File: src/rtl/serlink_pkg.sv
package serlink_pkg;
  typedef enum logic [1:0] {
    RX_IDLE,
    RX_START,
    RX_DATA,
    RX_STOP
  } rx_state_t;

  typedef enum logic [1:0] {
    SRC_PIN,
    SRC_TX_INT,
    SRC_TX_PAD
  } line_src_t;
endpackage

File: src/rtl/serlink_tx.sv
module serlink_tx #(
  parameter int OVS = 16,
  parameter int DW  = 9
) (
  input  logic          clk,
  input  logic          rst_n,
  input  logic          tick,
  input  logic          en,
  input  logic          nine,
  input  logic          valid,
  output logic          ready,
  input  logic [DW-1:0] data,
  output logic          txd,
  output logic          busy
);
  localparam int CW = $clog2(OVS);
  localparam int SW = DW + 1;
  localparam int BW = $clog2(SW + 1);

  logic [CW-1:0] tcnt;
  logic [SW-1:0] shreg;
  logic [BW-1:0] left;
  logic          txd_q, busy_q, accept;

  assign ready  = en & ~busy_q;
  assign accept = valid & ready;
  assign txd    = txd_q;
  assign busy   = busy_q;

  always_ff @(posedge clk or negedge rst_n) begin
    if (!rst_n) begin
      busy_q <= 1'b0;
      txd_q  <= 1'b1;
      tcnt   <= '0;
      shreg  <= '1;
      left   <= '0;
    end else if (accept) begin
      busy_q <= 1'b1;
      txd_q  <= 1'b0;
      tcnt   <= '0;
      shreg  <= nine ? {1'b1, data} : {2'b11, data[DW-2:0]};
      left   <= nine ? BW'(SW) : BW'(SW - 1);
    end else if (busy_q && tick) begin
      if (tcnt == CW'(OVS - 1)) begin
        tcnt <= '0;
        if (left == '0) begin
          busy_q <= 1'b0;
          txd_q  <= 1'b1;
        end else begin
          txd_q <= shreg[0];
          shreg <= {1'b1, shreg[SW-1:1]};
          left  <= left - 1'b1;
        end
      end else begin
        tcnt <= tcnt + 1'b1;
      end
    end
  end

  a_r2_idle_line_high : assert property (@(posedge clk) disable iff (!rst_n)
    !busy_q |-> txd_q);
  a_r3_start_follows_accept : assert property (@(posedge clk) disable iff (!rst_n)
    accept |=> (!txd_q && !ready));
endmodule

File: src/rtl/serlink_rx.sv
module serlink_rx
  import serlink_pkg::*;
#(
  parameter int OVS = 16,
  parameter int DW  = 9
) (
  input  logic          clk,
  input  logic          rst_n,
  input  logic          tick,
  input  logic          en,
  input  logic          nine,
  input  logic          din,
  output logic          done,
  output logic [DW-1:0] word,
  output logic          ferr
);
  localparam int CW = $clog2(OVS);
  localparam int IW = $clog2(DW);

  rx_state_t     state;
  logic          prev;
  logic [CW-1:0] cnt;
  logic [IW-1:0] idx, last;
  logic [DW-1:0] shreg;

  assign last = nine ? IW'(DW - 1) : IW'(DW - 2);

  always_ff @(posedge clk or negedge rst_n) begin
    if (!rst_n) begin
      state <= RX_IDLE;
      prev  <= 1'b1;
      cnt   <= '0;
      idx   <= '0;
      shreg <= '0;
      done  <= 1'b0;
      word  <= '0;
      ferr  <= 1'b0;
    end else begin
      prev <= din;
      done <= 1'b0;
      if (!en) begin
        state <= RX_IDLE;
      end else begin
        unique case (state)
          RX_IDLE: if (prev && !din) begin
            state <= RX_START;
            cnt   <= '0;
          end
          RX_START: if (tick) begin
            if (cnt == CW'(OVS / 2 - 1)) begin
              cnt   <= '0;
              idx   <= '0;
              shreg <= '0;
              state <= din ? RX_IDLE : RX_DATA;
            end else cnt <= cnt + 1'b1;
          end
          RX_DATA: if (tick) begin
            if (cnt == CW'(OVS - 1)) begin
              cnt        <= '0;
              shreg[idx] <= din;
              if (idx == last) state <= RX_STOP;
              else idx <= idx + 1'b1;
            end else cnt <= cnt + 1'b1;
          end
          RX_STOP: if (tick) begin
            if (cnt == CW'(OVS - 1)) begin
              done  <= 1'b1;
              ferr  <= ~din;
              word  <= shreg;
              state <= RX_IDLE;
            end else cnt <= cnt + 1'b1;
          end
          default: state <= RX_IDLE;
        endcase
      end
    end
  end

  a_r4_done_after_stop : assert property (@(posedge clk) disable iff (!rst_n)
    done |-> ($past(state) == RX_STOP));
endmodule

File: src/rtl/serlink_wake.sv
module serlink_wake #(
  parameter int OVS = 16,
  parameter int DW  = 9
) (
  input  logic clk,
  input  logic rst_n,
  input  logic tick,
  input  logic din,
  input  logic nine,
  input  logic mark,
  input  logic sleep_req,
  input  logic char_done,
  input  logic char_msb,
  output logic awake
);
  localparam int LMAX = OVS * (DW + 2);
  localparam int LW   = $clog2(LMAX + 1);

  logic [LW-1:0] icnt, lim;
  logic          idle_hit;

  assign lim      = nine ? LW'(LMAX) : LW'(OVS * (DW + 1));
  assign idle_hit = tick && din && (icnt == lim - 1'b1);

  always_ff @(posedge clk or negedge rst_n) begin
    if (!rst_n) begin
      awake <= 1'b1;
      icnt  <= '0;
    end else if (sleep_req) begin
      awake <= 1'b0;
      icnt  <= '0;
    end else begin
      if (!din) icnt <= '0;
      else if (tick && icnt < lim) icnt <= icnt + 1'b1;
      if (!awake && ((!mark && idle_hit) || (mark && char_done && char_msb)))
        awake <= 1'b1;
    end
  end

  a_r9_sleep_clears_awake : assert property (@(posedge clk) disable iff (!rst_n)
    sleep_req |=> !awake);
  a_r11_mark_mode_holds_sleep : assert property (@(posedge clk) disable iff (!rst_n)
    (!awake && mark && !char_done) |=> !awake);
  a_r10_idle_mode_needs_high_line : assert property (@(posedge clk) disable iff (!rst_n)
    (!awake && !mark && !din) |=> !awake);
endmodule

File: src/rtl/serlink_core.sv
module serlink_core
  import serlink_pkg::*;
#(
  parameter int OVS = 16,
  parameter int DW  = 9
) (
  input  logic          clk,
  input  logic          rst_n,
  input  logic          baud_tick,
  input  logic          cfg_tx_en,
  input  logic          cfg_rx_en,
  input  logic          cfg_loop,
  input  logic          cfg_rsrc,
  input  logic          cfg_nine,
  input  logic          cfg_wake_mark,
  input  logic          rx_sleep,
  input  logic          tx_valid,
  output logic          tx_ready,
  input  logic [DW-1:0] tx_data,
  output logic          rx_valid,
  input  logic          rx_ready,
  output logic [DW-1:0] rx_data,
  output logic          rx_ferr,
  output logic          txd,
  input  logic          txd_pad_in,
  input  logic          rxd,
  output logic          tx_empty,
  output logic          rx_awake
);
  line_src_t     src;
  logic          src_bit, sync1, sync2;
  logic          tx_busy, char_done, char_ferr, char_msb, deliver;
  logic [DW-1:0] char_word;

  serlink_tx #(.OVS(OVS), .DW(DW)) u_tx (
    .clk(clk), .rst_n(rst_n), .tick(baud_tick), .en(cfg_tx_en), .nine(cfg_nine),
    .valid(tx_valid), .ready(tx_ready), .data(tx_data), .txd(txd), .busy(tx_busy)
  );
  assign tx_empty = ~tx_busy;

  always_comb begin
    if (!cfg_loop) src = SRC_PIN;
    else if (cfg_rsrc) src = SRC_TX_PAD;
    else src = SRC_TX_INT;
    unique case (src)
      SRC_TX_INT: src_bit = txd;
      SRC_TX_PAD: src_bit = txd_pad_in;
      default:    src_bit = rxd;
    endcase
  end

  always_ff @(posedge clk or negedge rst_n) begin
    if (!rst_n) begin
      sync1 <= 1'b1;
      sync2 <= 1'b1;
    end else begin
      sync1 <= src_bit;
      sync2 <= sync1;
    end
  end

  serlink_rx #(.OVS(OVS), .DW(DW)) u_rx (
    .clk(clk), .rst_n(rst_n), .tick(baud_tick), .en(cfg_rx_en), .nine(cfg_nine),
    .din(sync2), .done(char_done), .word(char_word), .ferr(char_ferr)
  );

  assign char_msb = cfg_nine ? char_word[DW-1] : char_word[DW-2];

  serlink_wake #(.OVS(OVS), .DW(DW)) u_wake (
    .clk(clk), .rst_n(rst_n), .tick(baud_tick), .din(sync2), .nine(cfg_nine),
    .mark(cfg_wake_mark), .sleep_req(rx_sleep), .char_done(char_done),
    .char_msb(char_msb), .awake(rx_awake)
  );

  assign deliver = char_done & (rx_awake | (cfg_wake_mark & char_msb));

  always_ff @(posedge clk or negedge rst_n) begin
    if (!rst_n) begin
      rx_valid <= 1'b0;
      rx_data  <= '0;
      rx_ferr  <= 1'b0;
    end else if (deliver && (!rx_valid || rx_ready)) begin
      rx_valid <= 1'b1;
      rx_data  <= char_word;
      rx_ferr  <= char_ferr;
    end else if (rx_valid && rx_ready) begin
      rx_valid <= 1'b0;
    end
  end

  a_r6_hold_under_backpressure : assert property (@(posedge clk) disable iff (!rst_n)
    (rx_valid && !rx_ready) |=> (rx_valid && $stable(rx_data) && $stable(rx_ferr)));
  a_r9_no_delivery_while_asleep : assert property (@(posedge clk) disable iff (!rst_n)
    $rose(rx_valid) |-> rx_awake);
endmodule

File: config.mk
export PLATFORM = sky130hd
export DESIGN_NAME = serlink_core
export DESIGN_NICKNAME = d
export VERILOG_FILES = /design/src/rtl/serlink_pkg.sv /design/src/rtl/serlink_tx.sv /design/src/rtl/serlink_rx.sv /design/src/rtl/serlink_wake.sv /design/src/rtl/serlink_core.sv
export SDC_FILE = /design/constraint.sdc
export NUM_CORES = 1
export LEC_CHECK = 0
export CAP_MARGIN = 0
export CORE_UTILIZATION = 49
export DETAILED_ROUTE_END_ITERATION = 12
export GPL_TIMING_DRIVEN = 0
export PLACE_DENSITY_LB_ADDON = 0.2
export SLEW_MARGIN = 20
export SYNTH_ARGS = -nofsm -noshare
export SYNTH_HDL_FRONTEND = slang
export SYNTH_SLANG_ARGS = --single-unit
File: constraint.sdc
create_clock -name clk -period 2.2 [get_ports clk]
set_input_delay 0.33 -clock clk [delete_from_list [all_inputs] [get_ports clk]]
set_output_delay 0.33 -clock clk [all_outputs]
set_load 0.02 [all_outputs]
==> reports/metrics.cfg <==
[timing]
timing.final.crit_share=0.8947
setup_tns_ns=0
maxSlewViolCount=0
clock_skew_ns=0.01162
relSlewSlack=0.6364
tightestPinTransition_ns=0.5448
grt_setup_unrepaired=no
max_freq_mhz=508.0
finalSetupViolCount=0
period_needed_ns=1.968
finalHoldViolCount=0

[drt]
viasPerCell=5.239
drc=0
vias=2525
first_pass_iters=4
routed_wirelength_um=6375
drt_iter0_markers=156
wl_per_cell_um=13.23
final_antenna_net_count=0

[power_and_ir_drop]
ir_drop_v=0.0005021
powerDensity_nw_per_um2=784.7
p_leak_nw=1.869

[synth]
syn_nets=364
synth_top_area_cell=dfrtp_1
synth_cells=332
muxShareOfSynthArea=0.09309
synth_seq_area_share=0.5206
yosys.area_share.simple=0.1565
synth_common_cells=dfrtp_1 (58), nand2_1 (32), nor2_1 (24)
synth_edf_count=0
synthAdderAreaFrac=0.03509
synth_top_area_frac=0.4153
synth_cell_types=54
netlist_area_um2=3495
avgSynthCellArea_um2=10.53
synth_xor_area_frac=0.03509
synth_seq_cells=72
async_reset_ff_frac=1.000
synth_top_family_by_area=simple AND/OR/NAND/NOR gates
synth_most_common_cell=dfrtp_1
synthFlopType=dfrtp_1
synth_compound_area_frac=0.1275
synthTopCellsByArea=dfrtp_1 (42%), dfstp_2 (11%), mux2_2 (6.4%)
yosysWarnings=0

[cells_and_area]
final_util=0.6148
final_nets=413
fin_cells=482
fillers=587
diodes=0
layout-drive-gt1-share=0.1736
area_growth_pct=20.19

[floorplan]
row_count=30
coreArea_um2=6832
dieArea_um2=7474
fp.dieW_um=86.45
boundaryPins=38
fp.dieH_um=86.45
start_util=0.5115

[placed_design]
gp_congestion=0.8106
hpwl_um=4553
place.port_buffers=36
place_inst=465

[global_routing]
antenna_found_initial=0
overflow=0
track_usage=0.1958
grt_max_degree=56
grt_pass1_vias=2453
grt_pass1_wl_um=11410

[status]
status=finished clean

[setup_path]
end_kind=flop
cp.required_ns=2.45
setup.worst_path.start_class=primary input
cp_max_fo=10
worstPathArrival_ns=2.22
criticalPathCategory=in2reg

[cts]
cts_htree_levels=3
numCtsBuffers=9
clk_pin_slew_worst_paths_ns=0.07
clockBufferDepth=2
clock_sinks=72
cts_setup_buffers=0
clkLatencyLatePin_ns=0.34
cts_tree=done
clock-root-buffer=clkbuf_8

[min_path]
hp-class=reg2reg

[run]
drv_cap=0

==> power breakdown <==
part           internal, mW  switching (mW)  leakage, nW
Clock                 0.467           0.477       0.0951
Combinational         0.303           0.334        0.838
Sequential             1.58           0.140        0.936
Total                  2.35           0.951         1.87
==> stage by stage <==
step / power (mW) / setup WS [ns] / cell area [µm²] / hold WS (ns)
finish: 3.296 / 0.2317 / 4200 / 0.3671
global route: 3.511 / 0.06541 / 4200 / 0.3703
CTS: 3.335 / 0.1753 / 4193 / 0.3678
detailed placement: 2.374 / -0.1304 / 4000 / 0.2193
global placement: 2.336 / -1.652 / 3975 / 0.3459
floorplan: 2.145 / 0.3768 / 3495 / 0.03441
==> state kept, by name, indices dropped and copies added (netlist names), 2 cells and up <==
| name | flops |
|---|---|
| u_rx.state | 2 |
| u_rx.idx | 4 |
| u_rx.word | 9 |
| u_tx.tcnt | 4 |
| u_rx.cnt | 4 |
| u_rx.shreg | 9 |
| u_tx.left | 4 |
| u_tx.shreg | 9 |
| u_wake.icnt | 8 |
| rx_data | 9 |
==> per-layer routing <==
metal	GRT usage	up-vias	routed length [µm]
met5	0	-	0
met1	0.2736	1206	3214
met3	0.03905	9	162
met4	0.08182	0	91
met2	0.2994	42	2907
li1	-	1268	-
==> cell families after synthesis <==
family / count (synthesis)
AOI/OAI and AO/OA: 74
xor gates and xnor gates: 14
adders and majority gates: 10
buffers and inverters: 25
DFF: 72
muxes: 30
and+or+nand+nor: 107
==> layout by cell type, fill, tap and decap left out, drive strengths merged, types with 12 or more instances in the layout <==
cell type,count
nand3,12
clkdlybuf4s50,35
dfstp,14
nor2,26
mux2,20
dfrtp,58
a21oi,16
inv,12
nand2,32
clkbuf,16
o21ai,38
==> final timing paths <==
kind	startpoint	end	slack, ns	cells after the start
worst max register to register	u_tx.busy$_DFFE_PN0P_	u_tx.shreg[7]$_DFFE_PN1P_	0.24	7
min in group asynchronous	rst_n	rx_data[1]$_DFFE_PN0P_	0.41	2
worst min register to register	sync1$_DFF_PN1_	sync2$_DFF_PN1_	0.37	0
worst min-delay path	sync1$_DFF_PN1_	sync2$_DFF_PN1_	0.37	0
worst max-delay path	cfg_tx_en	u_tx.shreg[7]$_DFFE_PN1P_	0.23	8
max in group asynchronous	rst_n	sync2$_DFF_PN1_	1.18	3
==> final cells by class <==
| type | instances | area, µm² | share of cell area |
|---|---|---|---|
| flip-flops and latches | 72 | 1819 | 0.4331 |
| clock inverters | 5 | 31.28 | 0.007447 |
| inverters | 12 | 45.04 | 0.01072 |
| well taps | 96 | 120.1 | 0.02860 |
| clock buffers | 11 | 151.4 | 0.03604 |
| plain buffers | 13 | 67.56 | 0.01609 |
| repair buffers | 38 | 395.4 | 0.09413 |
| multi-input cells | 235 | 1570 | 0.3738 |
==> critical path: stages <==
cell             delay [ns]
clkdlybuf4s50_1        0.45
nor2b_1                0.21
and2_1                 0.16
clkbuf_1               0.32
o21ai_1                0.19
buf_4                  0.22
mux2i_1                0.14
o21ai_0                0.19
==> repair_timing <==
action,CTS,global route
gates resized for setup,0,1
hold endpoints to repair,17,0
setup endpoints to repair,0,1
hold buffers,1,0
Note: power is estimated with default switching activity, not from simulation.
